**config.mk**
```make
export PLATFORM = sky130hd
export DESIGN_NAME = mmask_ctrl
export DESIGN_NICKNAME = d
export VERILOG_FILES = /design/src/rtl/mmask_pkg.sv /design/src/rtl/mmask_decode.sv /design/src/rtl/mmask_lane.sv /design/src/rtl/mmask_gate.sv /design/src/rtl/mmask_ctrl.sv
export SDC_FILE = /design/constraint.sdc
export NUM_CORES = 1
export LEC_CHECK = 0
export BUFFER_PORTS_ARGS = -buffer_cell sky130_fd_sc_hd__buf_2
export CAP_MARGIN = 10
export CELL_PAD_IN_SITES_DETAIL_PLACEMENT = 1
export CELL_PAD_IN_SITES_GLOBAL_PLACEMENT = 1
export CORE_AREA = 8 8 246 248
export CTS_BUF_LIST = sky130_fd_sc_hd__clkbuf_16
export CTS_CLUSTER_DIAMETER = 30
export DETAILED_ROUTE_END_ITERATION = 7
export DIE_AREA = 0 0 254 256
export PLACE_DENSITY_LB_ADDON = 0.1
export SLEW_MARGIN = 20
export SYNTH_ARGS = -nofsm -noshare
export SYNTH_HDL_FRONTEND = slang
export SYNTH_HIERARCHICAL = 1
export SYNTH_SLANG_ARGS = --single-unit
```
**constraint.sdc**
```tcl
create_clock -name clk -period 39.1 [get_ports clk]
set_input_delay 9.775 -clock clk [delete_from_list [all_inputs] [get_ports clk]]
set_output_delay 9.775 -clock clk [all_outputs]
set_load 0.1 [all_outputs]
```
**src/rtl/mmask_pkg.sv**
```systemverilog
package mmask_pkg;

  typedef enum logic [2:0] {
    MM_HOLD  = 3'b000,
    MM_LOAD  = 3'b001,
    MM_TEST  = 3'b010,
    MM_FLIP  = 3'b011,
    MM_ALLON = 3'b100,
    MM_ANDT  = 3'b101
  } mm_op_e;

  typedef struct packed {
    logic load;
    logic test;
    logic flip;
    logic allon;
    logic andt;
  } mm_ctl_t;

  // Next value of one lane's {hi, lo} mask pair.
  function automatic logic [1:0] mm_next(mm_ctl_t c, logic wide, logic [1:0] cur,
                                         logic [1:0] vec, logic [1:0] cmp);
    logic [1:0] sv;
    logic [1:0] sc;
    sv = wide ? {2{vec[0]}} : vec;
    sc = wide ? {2{cmp[0]}} : cmp;
    if (c.load)       return sv;
    else if (c.test)  return sc;
    else if (c.flip)  return ~cur;
    else if (c.allon) return 2'b11;
    else if (c.andt)  return cur & sc;
    else              return cur;
  endfunction

  // Write strobes {hi, lo} of one lane.
  function automatic logic [1:0] mm_gate(logic valid, logic wide, logic lo, logic hi);
    if (!valid)    return 2'b00;
    else if (wide) return {2{lo & hi}};
    else           return {hi, lo};
  endfunction

endpackage

```
**src/rtl/mmask_decode.sv**
```systemverilog
module mmask_decode
  import mmask_pkg::*;
(
  input  logic [2:0] op,
  output mm_ctl_t    ctl,
  output logic       upd
);
  always_comb begin
    ctl = '0;
    case (op)
      MM_LOAD:  ctl.load  = 1'b1;
      MM_TEST:  ctl.test  = 1'b1;
      MM_FLIP:  ctl.flip  = 1'b1;
      MM_ALLON: ctl.allon = 1'b1;
      MM_ANDT:  ctl.andt  = 1'b1;
      default:  ctl = '0;
    endcase
  end

  assign upd = |ctl;
endmodule

```
**src/rtl/mmask_lane.sv**
```systemverilog
module mmask_lane
  import mmask_pkg::*;
(
  input  logic       clk,
  input  logic       rst_n,
  input  logic       upd,
  input  mm_ctl_t    ctl,
  input  logic       wide,
  input  logic [1:0] vec,
  input  logic [1:0] cmp,
  output logic [1:0] bits
);
  always_ff @(posedge clk) begin
    if (!rst_n)   bits <= 2'b11;
    else if (upd) bits <= mm_next(ctl, wide, bits, vec, cmp);
  end
endmodule

```
**src/rtl/mmask_gate.sv**
```systemverilog
module mmask_gate
  import mmask_pkg::*;
#(
  parameter int LANES = 64
) (
  input  logic [LANES-1:0] lo,
  input  logic [LANES-1:0] hi,
  input  logic             wb_valid,
  input  logic             wb_wide,
  input  logic             route_valid,
  output logic [LANES-1:0] en_wide,
  output logic [LANES-1:0] we_lo,
  output logic [LANES-1:0] we_hi,
  output logic [LANES-1:0] route_we
);
  for (genvar g = 0; g < LANES; g++) begin : g_lane
    logic [1:0] we;
    assign we          = mm_gate(wb_valid, wb_wide, lo[g], hi[g]);
    assign we_lo[g]    = we[0];
    assign we_hi[g]    = we[1];
    assign en_wide[g]  = lo[g] & hi[g];
    assign route_we[g] = route_valid;
  end
endmodule

```
**src/rtl/mmask_ctrl.sv**
```systemverilog
module mmask_ctrl
  import mmask_pkg::*;
#(
  parameter int LANES = 64
) (
  input  logic             clk,
  input  logic             rst_n,
  input  logic [2:0]       cmd_op,
  input  logic             cmd_wide,
  input  logic [LANES-1:0] vec_lo,
  input  logic [LANES-1:0] vec_hi,
  input  logic [LANES-1:0] cmp_lo,
  input  logic [LANES-1:0] cmp_hi,
  input  logic             wb_valid,
  input  logic             wb_wide,
  input  logic             route_valid,
  output logic [LANES-1:0] en_lo,
  output logic [LANES-1:0] en_hi,
  output logic [LANES-1:0] en_wide,
  output logic [LANES-1:0] wb_we_lo,
  output logic [LANES-1:0] wb_we_hi,
  output logic [LANES-1:0] route_we
);
  mm_ctl_t ctl;
  logic    mask_upd;

  mmask_decode u_dec (.op(cmd_op), .ctl(ctl), .upd(mask_upd));

  for (genvar g = 0; g < LANES; g++) begin : g_mask
    logic [1:0] pair;
    mmask_lane u_lane (
      .clk  (clk),
      .rst_n(rst_n),
      .upd  (mask_upd),
      .ctl  (ctl),
      .wide (cmd_wide),
      .vec  ({vec_hi[g], vec_lo[g]}),
      .cmp  ({cmp_hi[g], cmp_lo[g]}),
      .bits (pair)
    );
    assign en_lo[g] = pair[0];
    assign en_hi[g] = pair[1];
  end

  mmask_gate #(.LANES(LANES)) u_gate (
    .lo         (en_lo),
    .hi         (en_hi),
    .wb_valid   (wb_valid),
    .wb_wide    (wb_wide),
    .route_valid(route_valid),
    .en_wide    (en_wide),
    .we_lo      (wb_we_lo),
    .we_hi      (wb_we_hi),
    .route_we   (route_we)
  );
endmodule

```
==> results.sh <==
export IMPL_status="finished, final reports clean"
export IMPL_hold_path_class="flop to flop"
export IMPL_reg2reg_slack_ps=37700
export IMPL_grt_max_degree=231
export IMPL_critPathLaunchType="primary input"
export IMPL_via_count=17200
export IMPL_avgSynthCellArea_um2=6.80
export IMPL_worstPathMaxFanout=72
export IMPL_rows=88
export IMPL_max_flop_register="g_mask.u_lane/bits"
export IMPL_hold_violations=0
export IMPL_crit_arrival_ps=11940
export IMPL_htreeDepth=4
export IMPL_path_delay_family="buffers and inverters"
export IMPL_cts_sinks=128
export IMPL_reg_largest_list="g_mask.u_lane/bits (128)"
export IMPL_rsz0062_at_grt="false"
export IMPL_r2r_start="g_mask[36].u_lane/bits[0]$_SDFFE_PN1P_"
export IMPL_r2r_cells=4
export IMPL_viasPerCell=5.15
export IMPL_worstSetupPathType="primary input to output pin"
export IMPL_grt_pass1_vias=18100
export IMPL_postSynth_asyncResetShare_pct=0
export IMPL_syn_area_um2=13700
export IMPL_fin_crit_ps=21710
export IMPL_io_buffers=583
export IMPL_cts_buffers=17
export IMPL_ys_seq_area_share_pct=18.7
export IMPL_synth_area_leaders="dfxtp_1 (19%), a21oi_1 (9.4%), mux2i_1 (9.3%)"
export IMPL_largest_reg_flops=128
export IMPL_finalCritPeriodShare_pct=55.5
export IMPL_start_util_pct=24.2
export IMPL_drt_initial_drc_count=828
export IMPL_yosys_area_top_type="dfxtp_1"
export IMPL_drc=0
export IMPL_rr_endpoint="g_mask[36].u_lane/bits[0]$_SDFFE_PN1P_"
export IMPL_syn_num_nets=2284
export IMPL_die_w_um=254
export IMPL_fin_skew_ps=0
export IMPL_ys_ff_latch=128
export IMPL_clockBufferDepth=2
export IMPL_cpMostUsedCell="buf_4"
export IMPL_ys_flop_type="dfxtp_1"
export IMPL_grtUsageTotal_pct=20.7
export IMPL_die_h_um=256
export IMPL_worstSkewPairLatency_ps=480
export IMPL_syn2layout_area_growth_pct=28.8
export IMPL_endpoint_kind="output pin"
export IMPL_fillerInstances=7356
export IMPL_gr_total_overflow=0
export IMPL_yosys_warnings=6
export IMPL_antenna_found_initial=39
export IMPL_cts_setup_buffers=0
export IMPL_slew_headroom_pct=24.4
export IMPL_ys_types=21
export IMPL_final_layout_size_suffix_gt1_share_pct=27.1
export IMPL_hold_buffers=0
export IMPL_max_freq_mhz=46.1
export IMPL_stdcell_area_um2=17700
export IMPL_place_area_um2=17100
export IMPL_globalplace_congestion=0.831
export IMPL_synth_common_cells="nand2_1 (320), a21oi_1 (257), inv_1 (192), nand2b_1 (192)"
export IMPL_min_from="g_mask[48].u_lane/bits[1]$_SDFFE_PN1P_"
export IMPL_synth_most_common_cell="nand2_1"
export IMPL_min_to="g_mask[48].u_lane/bits[1]$_SDFFE_PN1P_"
export IMPL_dieArea_um2=65000
export IMPL_hpwl_mm=49.9
export IMPL_leakagePower_nw=9.13
export IMPL_grt_pass1_wl_mm=107
export IMPL_routed_wl_mm=70.2
export IMPL_cts_resized=0
export IMPL_nets=2811
export IMPL_path_clk_slew_ps=60
export IMPL_tightest_slew_ps=1130
export IMPL_coreArea_um2=56800
export IMPL_crit_chain="buf_4 -> buf_4 -> nand2_1 -> a21oi_1 -> buf_2"
export IMPL_fin_setup_tns_ps=0
export IMPL_hold_depth=2
export IMPL_drt_pass1_iterations=7
export IMPL_ios=649
export IMPL_synth_edf_count=0
export IMPL_antenna_left=0
export IMPL_powerDensity_nw_per_um2=49.0
export IMPL_critPathSlowestCell="buf_4"
export IMPL_report_final_slew_viol_count=0
export IMPL_cts_tree="built"
export IMPL_setup_viol=0
export IMPL_routedWlPerCell_um=21.0
export IMPL_ir_drop_mv=0.0345
export IMPL_cpPeakStageDelay_ps=770
export IMPL_yosys_area_top_type_share_pct=18.7
export IMPL_timing_critical_path_buf_inv=3
export IMPL_cp_required_ps=29320
export IMPL_cap_violations=0
export IMPL_syn_instance_count=2019
export IMPL_cts_root_buffer="clkbuf_16"
==> cell type report <==
type / instances / area, µm² / area share, %
antenna: 20 / 50.0 / 0.283
clock buffer: 17 / 425 / 2.41
clock inverter: 13 / 109 / 0.616
inverter: 192 / 721 / 4.08
multi-input combinational: 1607 / 9770 / 55.3
sequential: 128 / 2560 / 14.5
tap: 765 / 957 / 5.41
timing repair buffer: 600 / 3090 / 17.5
==> per-layer routing <==
metal | vias up | GRT usage, % | part of all wire, %
li1 | 8312 | - | -
met1 | 8330 | 24.8 | 43
met2 | 416 | 35.3 | 48
met3 | 103 | 6.53 | 6.1
met4 | 36 | 5.88 | 2.0
met5 | - | 0 | 0.31
==> tightest hold or removal path, delay by kind of cell, from the launching register on <==
kind,cells,cell delay (ps)
AO/OA/AOI/OAI,1,80
flip-flops,1,360
AND/OR/NAND/NOR,1,70
==> kinds of logic (layout without fill, tap and decap cells) <==
group / after synthesis / after routing / share of synthesized area (%)
mux: 128 / 128 / 9.33
simple gates: 838 / 838 / 30.1
compound gates: 641 / 641 / 31.5
other cells: 0 / 20 / 0
flops: 128 / 128 / 18.7
buf+inv: 284 / 822 / 10.4
==> worst max-delay path by stage <==
stage / cells past startpoint / slack, ps / end / startpoint
2_1_floorplan: 4 / 13890 / g_mask[0].u_lane/bits[0]$_SDFFE_PN1P_ / cmd_op[2]
3_3_place_gp: 5 / 17480 / wb_we_lo[59] / wb_valid
3_5_place_dp: 5 / 17370 / wb_we_lo[61] / wb_valid
4_1_cts: 5 / 17370 / wb_we_lo[61] / wb_valid
5_1_grt: 5 / 17220 / wb_we_lo[61] / wb_valid
6_report: 5 / 17390 / wb_we_lo[61] / wb_valid
==> where the power goes <==
group          switching [W]  total, W  internal (W)
Combinational       0.000429  0.000526     0.0000969
Clock              0.0000717  0.000162     0.0000908
Sequential         0.0000308  0.000177      0.000146
Total               0.000532  0.000866      0.000334
==> through the flow <==
stage | instances | power (W) | hold WS (ps) | util, % | setup slack (ps)
global route | 3335 | 0.000909 | 606 | 31.1 | 17220
global placement | 3292 | 0.000703 | 546 | 30.1 | 17480
detailed placement | 3292 | 0.000709 | 551 | 30.1 | 17370
floorplan | 2019 | 0.000644 | 946 | - | 13890
finish | 3342 | 0.000866 | 553 | 31.1 | 17390
CTS | 3322 | 0.000877 | 560 | 31.0 | 17370
==> cells in the final DEF (no fill, tap or decap), drive strengths merged, types with 65 or more instances in the layout <==
cell type and n:
mux2i 128, nand2 320, inv 196, nor3 65, a21oi 257, nand2b 192
nor2 128, buf 599, dfxtp 128
(Power assumes the default switching activity.)
